<file path="src/rtl/envDetPkg.sv">
package envDetPkg;

  // Angle words: 65536 counts per full turn.
  localparam int ANG_W = 16;

  // Gain correction constant: GAIN_NUM / 2^GAIN_SHIFT ~ 1/1.647
  localparam int GAIN_NUM   = 311;
  localparam int GAIN_SHIFT = 9;

  // Strobes from the control section to the datapath.
  typedef struct packed {
    logic commit;   // the final rotation stage holds a real sample
  } ctrlStrb_t;

  // Elementary rotation angles atan(2^-k) in ANG_W-bit turn units.
  function automatic int atanStep(input int k);
    case (k)
      0:  return 8192;
      1:  return 4836;
      2:  return 2555;
      3:  return 1297;
      4:  return 651;
      5:  return 326;
      6:  return 163;
      7:  return 81;
      8:  return 41;
      9:  return 20;
      10: return 10;
      11: return 5;
      12: return 3;
      13: return 1;
      14: return 1;
      default: return 0;
    endcase
  endfunction

endpackage

</file>
<file path="src/rtl/envDetCtrl.sv">
module envDetCtrl
  import envDetPkg::*;
#(
  parameter int LAT = 18
) (
  input  logic      clk,
  input  logic      rstN,
  input  logic      validIn,
  output ctrlStrb_t strb,
  output logic      validOut
);

  localparam int CW = $clog2(LAT + 1);

  logic [LAT-1:0] vPipe;
  logic [CW-1:0]  sinceRst;

  always_ff @(posedge clk or negedge rstN) begin
    if (!rstN) begin
      vPipe <= '0;
    end else begin
      vPipe <= {vPipe[LAT-2:0], validIn};
    end
  end

  always_ff @(posedge clk or negedge rstN) begin
    if (!rstN) begin
      sinceRst <= '0;
    end else if (sinceRst != CW'(LAT)) begin
      sinceRst <= sinceRst + 1'b1;
    end
  end

  assign strb.commit = vPipe[LAT-2];
  assign validOut    = vPipe[LAT-1];

  // nothing can leave the pipeline before LAT edges have passed
  a_r1_no_early_valid: assert property (@(posedge clk) disable iff (!rstN)
    (sinceRst < CW'(LAT)) |-> !validOut);

endmodule

</file>
<file path="src/rtl/envDetDatapath.sv">
module envDetDatapath
  import envDetPkg::*;
#(
  parameter int IN_W     = 16,
  parameter int XY_W     = 18,
  parameter int ITER     = 16,
  parameter int OUT_W    = 16,
  parameter int HP_SHIFT = 6
) (
  input  logic             clk,
  input  logic             rstN,
  input  logic [IN_W-1:0]  iIn,
  input  logic [IN_W-1:0]  qIn,
  input  ctrlStrb_t        strb,
  output logic [OUT_W-1:0] envOut,
  output logic [OUT_W-1:0] audioOut,
  output logic [ANG_W-1:0] angleOut
);

  localparam int PROD_W = XY_W + GAIN_SHIFT + 1;
  localparam int ACC_W  = OUT_W + HP_SHIFT + 2;
  localparam logic [ANG_W-1:0] HALF_TURN = ANG_W'(1) << (ANG_W - 1);
  localparam int ENV_MAX = (1 << (OUT_W - 1)) - 1;

  // ---------------- quadrant fold ----------------
  logic signed [XY_W-1:0]  foldX, foldY;
  logic [ANG_W-1:0]        foldZ;
  logic                    foldZero;
  logic signed [XY_W-1:0]  iExt, qExt;

  assign iExt = XY_W'($signed(iIn));
  assign qExt = XY_W'($signed(qIn));

  always_ff @(posedge clk or negedge rstN) begin
    if (!rstN) begin
      foldX    <= '0;
      foldY    <= '0;
      foldZ    <= '0;
      foldZero <= 1'b0;
    end else begin
      foldZero <= (iIn == '0) && (qIn == '0);
      if (iIn[IN_W-1]) begin
        foldX <= -iExt;
        foldY <= -qExt;
        foldZ <= HALF_TURN;
      end else begin
        foldX <= iExt;
        foldY <= qExt;
        foldZ <= '0;
      end
    end
  end

  // ---------------- rotation stages ----------------
  for (genvar k = 0; k < ITER; k++) begin : stg
    localparam logic [ANG_W-1:0] STEP = ANG_W'(atanStep(k));

    logic signed [XY_W-1:0] x, y;
    logic [ANG_W-1:0]       z;
    logic                   zf;
    logic signed [XY_W-1:0] xPrev, yPrev;
    logic [ANG_W-1:0]       zPrev;
    logic                   zfPrev;

    if (k == 0) begin : src
      assign xPrev  = foldX;
      assign yPrev  = foldY;
      assign zPrev  = foldZ;
      assign zfPrev = foldZero;
    end else begin : src
      assign xPrev  = stg[k-1].x;
      assign yPrev  = stg[k-1].y;
      assign zPrev  = stg[k-1].z;
      assign zfPrev = stg[k-1].zf;
    end

    always_ff @(posedge clk or negedge rstN) begin
      if (!rstN) begin
        x  <= '0;
        y  <= '0;
        z  <= '0;
        zf <= 1'b0;
      end else begin
        zf <= zfPrev;
        if (yPrev[XY_W-1]) begin
          x <= xPrev - (yPrev >>> k);
          y <= yPrev + (xPrev >>> k);
          z <= zPrev - STEP;
        end else begin
          x <= xPrev + (yPrev >>> k);
          y <= yPrev - (xPrev >>> k);
          z <= zPrev + STEP;
        end
      end
    end
  end

  logic signed [XY_W-1:0] xFin, yFin;
  logic [ANG_W-1:0]       zFin;
  logic                   zfFin;

  assign xFin  = stg[ITER-1].x;
  assign yFin  = stg[ITER-1].y;
  assign zFin  = stg[ITER-1].z;
  assign zfFin = stg[ITER-1].zf;

  // ---------------- gain correction ----------------
  logic [PROD_W-1:0] xMag, prod, scaled;
  logic [OUT_W-1:0]  envNext;

  assign xMag = PROD_W'(xFin);

  always_comb begin
    prod = '0;
    for (int b = 0; b <= GAIN_SHIFT; b++) begin
      if (GAIN_NUM[b]) prod = prod + (xMag << b);
    end
    scaled = prod >> GAIN_SHIFT;
    if (xFin[XY_W-1]) begin
      envNext = '0;
    end else if (scaled > PROD_W'(ENV_MAX)) begin
      envNext = OUT_W'(ENV_MAX);
    end else begin
      envNext = scaled[OUT_W-1:0];
    end
  end

  // ---------------- DC removal ----------------
  logic signed [ACC_W-1:0] dcAcc, dcEst, envExt, audioWide;

  assign dcEst     = dcAcc >>> HP_SHIFT;
  assign envExt    = ACC_W'(envNext);
  assign audioWide = envExt - dcEst;

  always_ff @(posedge clk or negedge rstN) begin
    if (!rstN) begin
      dcAcc    <= '0;
      envOut   <= '0;
      audioOut <= '0;
      angleOut <= '0;
    end else begin
      envOut   <= envNext;
      audioOut <= audioWide[OUT_W-1:0];
      angleOut <= zfFin ? '0 : zFin;
      if (strb.commit) dcAcc <= dcAcc + audioWide;
    end
  end

  // folded vectors keep x non-negative through every step
  a_r4_x_nonneg: assert property (@(posedge clk) disable iff (!rstN)
    !xFin[XY_W-1]);

  // after the last step y has been driven close to zero
  a_r4_y_converged: assert property (@(posedge clk) disable iff (!rstN)
    (yFin > -XY_W'(128)) && (yFin < XY_W'(128)));

  // a zero vector stays zero through the first rotation
  a_r7_zero_stays_zero: assert property (@(posedge clk) disable iff (!rstN)
    foldZero |=> (stg[0].x == '0) && (stg[0].y == '0));

  // filter state frozen on cycles that carry no result
  a_r8_acc_hold: assert property (@(posedge clk) disable iff (!rstN)
    !strb.commit |=> $stable(dcAcc));

  // audio never reaches the most negative code
  a_r9_audio_range: assert property (@(posedge clk) disable iff (!rstN)
    $past(strb.commit) |-> (audioOut != {1'b1, {(OUT_W-1){1'b0}}}));

  // envelope never negative
  a_r9_env_nonneg: assert property (@(posedge clk) disable iff (!rstN)
    !envOut[OUT_W-1]);

endmodule

</file>
<file path="src/rtl/envelopeVectorDetector.sv">
module envelopeVectorDetector
  import envDetPkg::*;
#(
  parameter int IN_W     = 16,
  parameter int XY_W     = 18,
  parameter int ITER     = 16,
  parameter int OUT_W    = 16,
  parameter int HP_SHIFT = 6
) (
  input  logic             clk,
  input  logic             rstN,
  input  logic             validIn,
  input  logic [IN_W-1:0]  iIn,
  input  logic [IN_W-1:0]  qIn,
  output logic             validOut,
  output logic [OUT_W-1:0] envOut,
  output logic [OUT_W-1:0] audioOut,
  output logic [ANG_W-1:0] angleOut
);

  localparam int LAT = ITER + 2;

  ctrlStrb_t strb;

  envDetCtrl #(.LAT(LAT)) ctrl_i (
    .clk      (clk),
    .rstN     (rstN),
    .validIn  (validIn),
    .strb     (strb),
    .validOut (validOut)
  );

  envDetDatapath #(
    .IN_W     (IN_W),
    .XY_W     (XY_W),
    .ITER     (ITER),
    .OUT_W    (OUT_W),
    .HP_SHIFT (HP_SHIFT)
  ) dp_i (
    .clk      (clk),
    .rstN     (rstN),
    .iIn      (iIn),
    .qIn      (qIn),
    .strb     (strb),
    .envOut   (envOut),
    .audioOut (audioOut),
    .angleOut (angleOut)
  );

endmodule

</file>
<file path="config.mk">
export PLATFORM = sky130hd
export DESIGN_NAME = envelopeVectorDetector
export DESIGN_NICKNAME = d
export VERILOG_FILES = /design/src/rtl/envDetPkg.sv /design/src/rtl/envDetCtrl.sv /design/src/rtl/envDetDatapath.sv /design/src/rtl/envelopeVectorDetector.sv
export SDC_FILE = /design/constraint.sdc
export NUM_CORES = 2
export LEC_CHECK = 0
export ABC_AREA = 1
export BUFFER_PORTS_ARGS = -buffer_cell sky130_fd_sc_hd__buf_2
export CORE_ASPECT_RATIO = 1.1
export CORE_UTILIZATION = 55
export DETAILED_ROUTE_END_ITERATION = 6
export PLACE_DENSITY = 0.74
export RECOVER_POWER = 100
export SYNTH_ARGS = -nofsm -noshare
export SYNTH_HDL_FRONTEND = slang
export SYNTH_SLANG_ARGS = --single-unit
</file>
<file path="constraint.sdc">
create_clock -name clk -period 6.1 [get_ports clk]
set_input_delay 1.83 -clock clk [delete_from_list [all_inputs] [get_ports clk]]
set_output_delay 1.83 -clock clk [all_outputs]
set_load 0.03 [all_outputs]
</file>
==> reports/metrics.yaml <==
maxCapViolCount: 11
status: "finished with violations"
cts_sinks: 917
post-route-period-util: 1.09
fin_util: 0.633
fin_cells: 11000
area_delta_synth_final_pct: 13.7
track_usage: 0.289
ys_async_sr_fraction: 1.00
cts_tree: "done"
slowest_delay_ns: 0.55
grt_max_degree: 161
skew_ns: 0.0370
cp.arrival_ns: 7.28
r2r_slack_ns: -0.56
path_buf_inv: 11
cpMaxStageDelayCell: "fa_1"
layout_setup_ws_ns: -0.562
h-tree-depth: 3
die_w_um: 344
yosysWarnings: 0
post-dp-hpwl_mm: 151
grt_overflow: 0
gp_congestion: 1.03
synth-edff-count: 0
postPlaceCellArea_mm2: 0.0749
max-clock-path-buffers: 3
post_route_cells_drive_above_1_share: 0.0869
fin_crit_ns: 6.66
drv_slew: 876
cts_hold_buf: 0
fp-row-count: 137
yosysSeqAreaShare: 0.324
critical_path_class: "reg2reg"
grt_pass1_vias: 61800
syn_area_per_cell_um2: 8.07
coreArea_mm2: 0.127
mostFrequentLayoutCell: "nand2_1"
synth.ff_latch_count: 917
drcViolationCount: 22
dieArea_mm2: 0.130
start_util: 0.557
vias_per_cell: 5.64
io_buffers: 83
n_antenna_cell: 0
cp_max_fo: 5
max_clock_freq_ghz: 0.150
drt_pass1_iterations: 7
rsz0062_at_grt: "yes"
setup_viol: 17
yosys.area.top_type: "dfrtp_1"
endpoint_kind: "flop"
synth_cell_types: 58
grt_first_pass_wirelength_mm: 305
routedWlPerCell_um: 17.3
holdCritPathClass: "reg2reg"
insertion_delay_ns: 0.74
synthTopCellsByArea: "dfrtp_1 32%, ha_1 15%, xor2_1 8.4%, nand2_1 8.3%, a21oi_1 6.0%"
relSlewSlack: -0.596
cts_made_buffers: 102
root_buffer: "clkbuf_16"
nets: 10200
finalSetupTns_ns: -4.87
drt-total-wl_mm: 190
synth_ff_type: "dfrtp_1"
postRouteAntennaNets: 0
postLayoutCellArea_mm2: 0.0806
die_y_um: 379
synth_cells: 8788
drtIter0Drc: 3779
hold_viol: 0
tightest_slew_ns: 2.39
cpMostUsedCell: "buf_4"
syn_area_mm2: 0.0709
path_clk_slew_ns: 0.06
dp.cells: 10700
crit_family: "adder cells"
io_pins: 84
antenna_found_initial: 0
vias: 61800
violations: "DRC, capacitance limit, slew limit, setup timing"
required_ns: 6.72
worstSetupStartpointType: "flop"
most-common-layout-cells: "1505 x nand2_1, 1037 x inv_1, 915 x dfrtp_1"
synth.top_cell.area_share: 0.324
-- worst register-to-register path, delay by kind of cell (launching register included) --
family          cells  cell delay [ns]
compound gates      7             1.08
xor+xnor            3             0.55
fa+ha+maj           6             2.51
buf+inv            11             1.06
flops               1             0.40
simple gates       10             1.00
-- repair_timing --
action / in CTS / in global routing
pin swaps: 96 / 112
gates resized for setup: 185 / 174
setup buffers: 46 / 27
endpoints found under the setup margin: 19 / 21
gates cloned: 1 / 0
-- metrics by stage --
step | setup slack, ns | hold slack (ns)
finish | -0.562 | 0.345
global route | -0.872 | 0.349
CTS | -0.298 | 0.345
detailed placement | -0.848 | 0.335
global placement | -0.633 | 0.333
floorplan | 0.00665 | 0.331
-- cell usage after synthesis (18+ instances only) --
cell type,instances
or2_2,19
a21boi_0,54
o211ai_1,36
nand3_1,459
a21oi_1,850
a31oi_1,94
ha_1,846
buf_2,18
xor2_1,678
nand4_1,114
nand2_1,1560
inv_1,1069
nor3_1,169
nor3b_1,28
o21ai_0,502
dfrtp_1,917
nor2_1,655
fa_1,107
xnor2_1,233
o21bai_1,20
o31ai_1,93
a21o_1,77
clkbuf_1,46
-- layout make-up --
class,instances,area (um2)
clock inverters,62,902
inverters,1075,4050
multi-input cells,6726,45200
repair buffers,380,2640
fillers,10900,46700
flip-flops and latches,917,22900
clock buffers,129,2830
well taps,1668,2090
-- state kept, by name (all words and copies together), names as in the netlist --
| name | flops |
|---|---|
| dp_i.envOut | 16 |
| dp_i.angleOut | 16 |
| dp_i.stg.zf | 15 |
| dp_i.foldY | 18 |
| dp_i.stg.y | 236 |
| dp_i.stg.z | 215 |
| dp_i.stg.zfPrev | 1 |
| dp_i.stg.yPrev | 18 |
| dp_i.audioOut | 16 |
| dp_i.foldX | 18 |
| dp_i.stg.x | 270 |
| ctrl_i.vPipe | 18 |
| dp_i.stg.zPrev | 16 |
| dp_i.foldZ | 1 |
| dp_i.stg.xPrev | 18 |
| dp_i.dcAcc | 24 |
| dp_i.foldZero | 1 |
-- path summary, 6_finish.rpt --
path                                      end  cells after the start               start
setup / recovery               dp_i.dcAcc[14]                     37   dp_i.stg[15].x[9]
hold / removal             dp_i.stg[15].z[11]                      0  dp_i.stg[14].z[11]
setup reg to reg               dp_i.dcAcc[14]                     37   dp_i.stg[15].x[9]
hold reg to reg            dp_i.stg[15].z[11]                      0  dp_i.stg[14].z[11]
max in group asynchronous  dp_i.stg[15].x[17]                      2                rstN
min in group asynchronous   dp_i.stg[12].y[6]                      1                rstN
-- metal layers --
layer,GRT usage,part of all wire,up-vias
li1,-,-,30300
met1,0.316,0.38,29200
met2,0.529,0.51,1732
met3,0.0313,0.041,579
met4,0.186,0.068,0
met5,0,0,-
-- kinds of logic after synthesis --
| group | after synthesis | share of synthesized area |
|---|---|---|
| and+or+nand+nor | 3066 | 0.183 |
| AOI/OAI and AO/OA | 1790 | 0.140 |
| buffers and inverters | 1149 | 0.0615 |
| adders and majority gates | 953 | 0.179 |
| DFF | 917 | 0.324 |
| xor gates and xnor gates | 911 | 0.112 |
| other | 2 | 0.000106 |
Power is not shown: default switching activity piles up to over one toggle a cycle in this logic, so the estimate is an artifact.
